[src/rtl/pwm_quad_pkg.sv]
package pwm_quad_pkg;
  localparam int CNT_W      = 8;
  localparam int PRE_W      = 8;
  localparam int PRE_HALF   = PRE_W / 2;
  localparam int ADDR_W     = 8;
  localparam int DATA_W     = 32;
  localparam int PRE_LO_LSB = 0;
  localparam int PRE_HI_LSB = 11;
  localparam int EN_BIT     = 9;
  localparam logic [ADDR_W-1:0] CTRL_ADDR = 8'h50;

  // strobes from control to datapath
  typedef struct packed {
    logic run;   // timebase running
    logic tick;  // local tick this cycle
    logic load;  // take new settings at this edge
  } pwmStrobe_t;
endpackage

[src/rtl/pwm_quad_ctrl.sv]
module pwm_quad_ctrl
  import pwm_quad_pkg::*;
#(
  parameter int NUM_CH = 4
) (
  input  logic                          clk,
  input  logic                          rstN,
  input  logic                          regWr,
  input  logic [ADDR_W-1:0]             regAddr,
  input  logic [DATA_W-1:0]             regWdata,
  output logic [DATA_W-1:0]             regRdata,
  input  logic                          atLast,
  output logic [NUM_CH-1:0][CNT_W-1:0]  dutyNext,
  output pwmStrobe_t                    strb
);
  logic [NUM_CH-1:0][CNT_W-1:0] dutyShd;
  logic [PRE_W-1:0]             preShd;
  logic [PRE_W-1:0]             preNext;
  logic [PRE_W-1:0]             prescAct;
  logic [PRE_W-1:0]             divCnt;
  logic                         enReg;
  logic                         ctrlHit;
  logic [NUM_CH-1:0]            dutyHit;
  logic                         tick;
  logic                         load;

  assign ctrlHit = regWr && (regAddr == CTRL_ADDR);

  genvar gi;
  generate
    for (gi = 0; gi < NUM_CH; gi++) begin : g_dec
      assign dutyHit[gi]  = regWr && (regAddr == ADDR_W'(4 * gi));
      assign dutyNext[gi] = dutyHit[gi] ? regWdata[CNT_W-1:0] : dutyShd[gi];
    end
  endgenerate

  assign preNext = ctrlHit ? {regWdata[PRE_HI_LSB +: PRE_HALF], regWdata[PRE_LO_LSB +: PRE_HALF]}
                           : preShd;

  assign tick = enReg && (divCnt == prescAct);
  assign load = !enReg || (tick && atLast);

  assign strb.run  = enReg;
  assign strb.tick = tick;
  assign strb.load = load;

  always_ff @(posedge clk or negedge rstN) begin
    if (!rstN) begin
      dutyShd  <= '0;
      preShd   <= '0;
      enReg    <= 1'b0;
      prescAct <= '0;
      divCnt   <= '0;
    end else begin
      dutyShd <= dutyNext;
      preShd  <= preNext;
      if (ctrlHit) enReg <= regWdata[EN_BIT];
      if (load) prescAct <= preNext;
      if (!enReg || tick) divCnt <= '0;
      else                divCnt <= divCnt + 1'b1;
    end
  end

  always_comb begin
    regRdata = '0;
    if (regAddr == CTRL_ADDR) begin
      regRdata[PRE_LO_LSB +: PRE_HALF] = preShd[PRE_HALF-1:0];
      regRdata[PRE_HI_LSB +: PRE_HALF] = preShd[PRE_W-1:PRE_HALF];
      regRdata[EN_BIT]                 = enReg;
    end
    for (int n = 0; n < NUM_CH; n++) begin
      if (regAddr == ADDR_W'(4 * n)) regRdata[CNT_W-1:0] = dutyShd[n];
    end
  end

  // divider never passes the active value
  a_r3_div_bound: assert property (@(posedge clk) disable iff (!rstN)
    enReg |-> (divCnt <= prescAct));

  // active divider changes only at a period boundary while running
  a_r8_presc_hold: assert property (@(posedge clk) disable iff (!rstN)
    (enReg && !(tick && atLast)) |=> $stable(prescAct));
endmodule

[src/rtl/pwm_quad_datapath.sv]
module pwm_quad_datapath
  import pwm_quad_pkg::*;
#(
  parameter int NUM_CH = 4
) (
  input  logic                          clk,
  input  logic                          rstN,
  input  pwmStrobe_t                    strb,
  input  logic [NUM_CH-1:0][CNT_W-1:0]  dutyNext,
  output logic                          atLast,
  output logic [NUM_CH-1:0]             pwmOut
);
  logic [CNT_W-1:0]             cnt;
  logic [NUM_CH-1:0][CNT_W-1:0] dutyAct;

  assign atLast = (cnt == '1);

  always_ff @(posedge clk or negedge rstN) begin
    if (!rstN) begin
      cnt     <= '0;
      dutyAct <= '0;
    end else begin
      if (strb.load) dutyAct <= dutyNext;
      if (!strb.run)      cnt <= '0;
      else if (strb.tick) cnt <= cnt + 1'b1;
    end
  end

  genvar gi;
  generate
    for (gi = 0; gi < NUM_CH; gi++) begin : g_ch
      assign pwmOut[gi] = strb.run && (cnt <= dutyAct[gi]);

      // full scale never drops
      a_r5_full: assert property (@(posedge clk) disable iff (!rstN)
        (strb.run && dutyAct[gi] == '1) |-> pwmOut[gi]);
    end
  endgenerate

  // count parked while disabled
  a_r6_count_held: assert property (@(posedge clk) disable iff (!rstN)
    !strb.run |=> (cnt == '0));

  // count moves only on a tick
  a_r3_count_hold: assert property (@(posedge clk) disable iff (!rstN)
    (strb.run && !strb.tick) |=> $stable(cnt));

  // every channel is high on count zero
  a_r4_first_tick: assert property (@(posedge clk) disable iff (!rstN)
    (strb.run && cnt == '0) |-> (&pwmOut));

  // active duties change only at a load point
  a_r7_duty_hold: assert property (@(posedge clk) disable iff (!rstN)
    !strb.load |=> $stable(dutyAct));
endmodule

[src/rtl/pwm_quad.sv]
module pwm_quad
  import pwm_quad_pkg::*;
#(
  parameter int NUM_CH = 4
) (
  input  logic              clk,
  input  logic              rstN,
  input  logic              regWr,
  input  logic [ADDR_W-1:0] regAddr,
  input  logic [DATA_W-1:0] regWdata,
  output logic [DATA_W-1:0] regRdata,
  output logic [NUM_CH-1:0] pwmOut
);
  pwmStrobe_t                   strb;
  logic                         atLast;
  logic [NUM_CH-1:0][CNT_W-1:0] dutyNext;

  pwm_quad_ctrl #(.NUM_CH(NUM_CH)) u_ctrl (
    .clk      (clk),
    .rstN     (rstN),
    .regWr    (regWr),
    .regAddr  (regAddr),
    .regWdata (regWdata),
    .regRdata (regRdata),
    .atLast   (atLast),
    .dutyNext (dutyNext),
    .strb     (strb)
  );

  pwm_quad_datapath #(.NUM_CH(NUM_CH)) u_dp (
    .clk      (clk),
    .rstN     (rstN),
    .strb     (strb),
    .dutyNext (dutyNext),
    .atLast   (atLast),
    .pwmOut   (pwmOut)
  );
endmodule

[config.mk]
export PLATFORM = sky130hd
export DESIGN_NAME = pwm_quad
export DESIGN_NICKNAME = d
export VERILOG_FILES = /design/src/rtl/pwm_quad_pkg.sv /design/src/rtl/pwm_quad_ctrl.sv /design/src/rtl/pwm_quad_datapath.sv /design/src/rtl/pwm_quad.sv
export SDC_FILE = /design/constraint.sdc
export NUM_CORES = 1
export LEC_CHECK = 0
export BUFFER_PORTS_ARGS = -buffer_cell sky130_fd_sc_hd__buf_2
export CORE_MARGIN = 2
export CORE_UTILIZATION = 24
export CTS_BUF_LIST = sky130_fd_sc_hd__clkbuf_8 sky130_fd_sc_hd__clkbuf_16
export CTS_CLUSTER_SIZE = 8
export DETAILED_ROUTE_END_ITERATION = 10
export SLEW_MARGIN = 20
export SYNTH_ARGS = -nofsm -noshare
export SYNTH_HDL_FRONTEND = slang
export SYNTH_SLANG_ARGS = --single-unit
[constraint.sdc]
create_clock -name clk -period 3.1 [get_ports clk]
set_input_delay 0.775 -clock clk [delete_from_list [all_inputs] [get_ports clk]]
set_output_delay 0.775 -clock clk [all_outputs]
set_load 0.1 [all_outputs]
* Word level (Yosys, flattened, before mapping)
Index checks and enable logic that the tools add are counted.
** Word-level totals
- Output and inout bits :: 36
- Bits of input ports :: 43
- Bits in registers :: 97
- Logic and storage cells :: 56
** Cells by class
- Order comparisons :: 4
- Eq/ne operators :: 7
- Multiplexer cells :: 15
- Add/sub/neg operators :: 2
- Reductions and logical operators :: 15
** Operators with widths (count)
- 8-bit two-way mux :: 12
- 8-bit less-or-equal comparator :: 4
- 8-bit by 1-bit adder with 8-bit output (second input constant) :: 2
- 8-bit by 4-bit == test with 1-bit output (second input constant) :: 2
- 1-bit logical AND :: 11
- 8-bit by 3-bit == test with 1-bit output (second input constant) :: 1
- 8-bit by 7-bit == test with 1-bit output (second input constant) :: 1
- 8-bit == test :: 1
- 8-bit == test (second input constant) :: 1
- 8-bit logical NOT :: 1
- 4-bit two-way mux :: 2
- 1-bit logical OR :: 2
- 2-bit != test (second input constant) :: 1
- 1-bit logical NOT :: 1
- 1-bit two-way mux :: 1

* Longest topological paths before layout
- Word-level depth :: 6
- Depth in mapped cells :: 7
- Mapped depth without buffers :: 7

* Hierarchy
From an unflattened synthesis, not the netlist that was laid out.
** Second synthesis, totals
- Cells, all modules :: 477
- Area total of the unflattened synthesis :: 5205.0 sq um
** Modules (own cells, without submodules)
- pwm_quad_ctrl :: instances 1, area each 2874.0 sq um, cells each 227, sequential area each 1426.4 sq um
- pwm_quad_datapath :: instances 1, area each 2331.0 sq um, cells each 250, sequential area each 1001.0 sq um

* Least setup slack after synthesis
No wires, ideal clock.
- Path type :: input -> output
- Start :: input regAddr[1]
- End :: output regRdata[0]
- Data arrival time :: 2.896 ns
- Path slack :: -0.571 ns
- Data required time :: 2.325 ns
- Buffers on the path :: 2
- Stages :: 6
- Cells stage by stage :: or4_4 -> nor3_4 -> buf_4 -> and2_1 -> clkbuf_1 -> a32o_1
** On the way
- Word-level cells in the longest chain between the ends :: 6
** RTL lines
- from (decl) :: line pwm_quad.sv:9 : input logic [ADDR_W-1:0] regAddr,
- 8-bit by 7-bit == test with 1-bit output :: line pwm_quad_ctrl.sv:66 : if (regAddr == CTRL_ADDR) begin
- 4-bit two-way mux :: line pwm_quad_ctrl.sv:66
- 8-bit two-way mux (3 in series) :: line pwm_quad_ctrl.sv:72 : if (regAddr == ADDR_W'(4 * n)) regRdata[CNT_W-1:0] = dutyShd[n];
- 8-bit two-way mux (*) :: line pwm_quad_ctrl.sv:72
- to (decl) :: line pwm_quad.sv:11 : output logic [DATA_W-1:0] regRdata,
Mark *: on every way between the ends. The rest lies on a longest branch, timed or not.

* Worst setup path in the final report
- Start :: input regAddr[1]
- End :: output regRdata[3]
Same word-level chain as after synthesis.

==> summary.txt <==
Power and ir drop
  • Worst vdd ir: approximately 0.00032 V
  • Tot Pwr: around 2800 uW
  • Total power per unit cell area: roughly 440 nW/um2
  • P_leak: 0.003030 uW

Yosys
  • Top-area cell type share of the netlist area: 0.4593
  • Register area share after synthesis: 0.4593
  • Mapped Area: roughly 5300 um2
  • Cells after synthesis: approximately 440
  • Yosys reg bits: 97
  • Distinct cells, synth: between 40 and 50
  • Synth warn: 0
  • Syn avg cell area: 12.04 um2
  • Post-synth top area cell: dfrtp_1
  • Top cells by area in the synthesized netlist: dfrtp_1 46%, mux2_2 16%, ha_1 8.0%, buf_4 3.4%, inv_1 2.5%

Job
  • Max-cap violations: 0

CTS
  • CTS tree: done
  • Clk sink count: 97
  • Clk slew on worst S/H paths: ~0.070 ns
  • Hold-fix buffers, CTS: 0
  • CTS Root Buffer Type: clkbuf_16
  • Clk_lat worst skew: roughly 0.34 ns
  • Clk buf depth: 2
  • H-tree levels: 3
  • TritonCTS buffer count: 9

Die
  • Die X: 152.4 um
  • I/O Pins: approximately 80
  • Num rows: 54
  • Die footprint: between 20000 and 25000 um2
  • Die H: 152.4 um
  • Core area: around 22000 um2
  • Initial core utilization: 0.2437

Drt
  • Initial drt markers: between 90 and 100
  • Drt wl/cell: 14.75 um
  • Routed wire length: between 10000 and 15000 um
  • DRT Pass-1 Iters: 4
  • Final ANT Viol Nets: 0
  • Vias: 3328
  • Routed vias/inst: about 4.3
  • DRC Markers: 0

STA
  • Tightest Pin Transition: roughly 0.65 ns
  • Final hold violations: 0
  • Min Tclk post-route: roughly 3.1 ns
  • Sum of negative setup slack: -0.02489 ns
  • Slew margin rel.: 0.5695
  • Clock Skew: 0.005080 ns
  • Slew Limit Fails: 0
  • Max Clock Freq: 0.3202 GHz
  • RSZ-0062 raised after global routing: yes
  • Fin Hold WS: around 0.46 ns
  • Setup Viol. Count Final: 2
  • Fin worst setup slack: -0.02300 ns
  • Final cycle utilization of the critical path: 1.007

Placement
  • Cell total after placement: roughly 760
  • Placer Congestion: between 0.7 and 0.8
  • DP HPWL: 8391 um
  • Port Buffer Count: 40

Global routing
  • Vias in the first global route: roughly 3400
  • Largest net degree at the start of global routing: 50
  • Initial antenna violation count: 0
  • Global-route wire length before repair: around 19000 um
  • Global route overflow: 0
  • Tot GR Track Use: 0.1024

Setup path
  • Data arrival, critical path: 2.35 ns
  • CP bufs+invs: 2
  • Worst path slowest cell: or4_4
  • CP Capture Type: primary output
  • Crit path kind: input port to primary output
  • CP max FO: 8
  • CP peak stage delay: 0.56 ns
  • Startpoint Class: input port
  • Data required time of the worst path: around 2.3 ns
  • Worst path cell trace: buf_6, or4_4, nor3_4, and2_4, o21ai_1, a32o_4, buf_12
  • CP delay by family, top: simple AND/OR/NAND/NOR gates

Worst hold path
  • Worst min path class: input port to asynchronous set/reset pin

Finish
  • Fin nets: 569
  • Post-Route Utilization: 0.2968
  • P&R area growth vs syn: 21.78%
  • Proportion of layout cells with a drive suffix above 1: 0.3763
  • Antenna Cells: 0
  • Layout Cells excl Fill: around 780
  • Fillers: between 2000 and 2500

Run status
  • Outcome: finished with violations
  • Failing checks: setup timing
placed cells by master (no fill, tap or decap), types with 3 or more instances in the layout:
cell type	synthesis	layout
dfrtp_1	97	95
mux2_2	73	73
inv_1	35	36
ha_1	34	34
buf_2	1	21
conb_1	1	19
buf_12	0	17
nor2_1	16	16
buf_4	24	16
xnor2_1	12	12
nor2b_1	11	11
nand4_1	11	11
nand3_1	9	9
and2_2	5	9
clkbuf_16	0	9
nand2_1	8	8
o21ai_0	12	8
mux2_4	8	8
nand2b_1	7	7
a21oi_1	8	7
xor2_1	5	5
mux4_2	4	4
a22o_2	4	4
a32o_4	0	4
and3_1	4	4
a21o_1	4	4
o22ai_1	4	4
o311a_1	4	4
o21ai_1	0	3
clkinvlp_4	0	3
per-layer routing:
metal	GRT usage	share of wire
met2	0.1547	0.45
met5	0	0
met1	0.1439	0.49
met4	0.04094	0.028
met3	0.02019	0.031
logic make-up after synthesis:
group,count (synthesis),synth area share
other,1,0.0007095
adder cells (fa/ha/maj),34,0.08049
multiplexers,87,0.1991
AND/OR/NAND/NOR,89,0.1044
flip-flops,97,0.4593
AO/OA/AOI/OAI,47,0.06298
XOR/XNOR,17,0.02817
buffers and inverters,67,0.06487
sequential cells by signal, summed over array words and instances (netlist names):
register / count
u_ctrl.divCnt: 8
u_ctrl.dutyShd: 32
u_ctrl.enReg: 1
u_ctrl.preShd: 8
u_ctrl.prescAct: 8
u_dp.cnt: 8
u_dp.dutyAct: 32
path summary, 6_finish.rpt:
check                                   end               start  depth (start not counted)  slack (ns)
max                             regRdata[3]          regAddr[1]                          7       -0.02
min                        u_dp.dutyAct[29]                rstN                          1        0.46
max reg2reg                u_dp.dutyAct[10]  u_ctrl.prescAct[6]                          6        0.73
min reg2reg                u_dp.dutyAct[20]    u_dp.dutyAct[20]                          1        0.51
max in group asynchronous       u_dp.cnt[1]                rstN                          2        1.92
min in group clk           u_dp.dutyAct[20]    u_dp.dutyAct[20]                          1        0.51
worst register-to-register path, cell delays in order (launching register included):
cell and delay, ns:
dfrtp_1 0.40, xnor2_1 0.21, nand4_1 0.20, or2_2 0.44, o31ai_4 0.31, buf_12 0.29
mux2_2 0.40
synth_stat cells, drive strengths merged:
library cell,count
a21boi,1
a21o,4
a21oi,8
a22o,4
a32o,4
and2,12
and3,4
buf,26
clkbuf,6
conb,1
dfrtp,97
ha,34
inv,35
mux2,81
mux2i,2
mux4,4
nand2,9
nand2b,7
nand3,10
nand4,12
nand4b,1
nor2,16
nor2b,11
nor3,3
nor4,1
o21ai,12
o22ai,4
o311a,4
o311ai,2
o31ai,2
o41ai,2
or2,1
or4,2
xnor2,12
xor2,5
per-stage QoR:
stage | instance area [um2] | setup slack [ns]
detailed placement | 6111 | -0.1884
floorplan | 5416 | -0.2040
finish | 6436 | -0.02300
global placement | 6111 | -0.1851
global route | 6436 | -0.06388
CTS | 6430 | -0.02192
where the power goes:
group	leakage [uW]	switching (uW)	internal [uW]
clock	0.000131	504	551
sequential	0.00134	31.4	1320
combinational	0.00156	293	138
total	0.00303	828	2010
timing repair:
item                                   4_1_cts  5_1_grt
endpoints found under the hold margin        0        0
setup buffers                                5        0
setup endpoints to repair                   12        6
gates cloned                                 0        0
pin swaps                                    6        0
gates resized for setup                      6        3
layout make-up:
cell class,count,area (um2),share of cell area
clock buffers,9,225.2,0.03499
clock inverters,7,55.05,0.008554
inverters,35,131.4,0.02041
multi-input cells,293,2656,0.4127
flip-flops and latches,97,2430,0.3775
well taps,280,350.3,0.05443
repair buffers,56,588.1,0.09137
(Power assumes the default switching activity.)
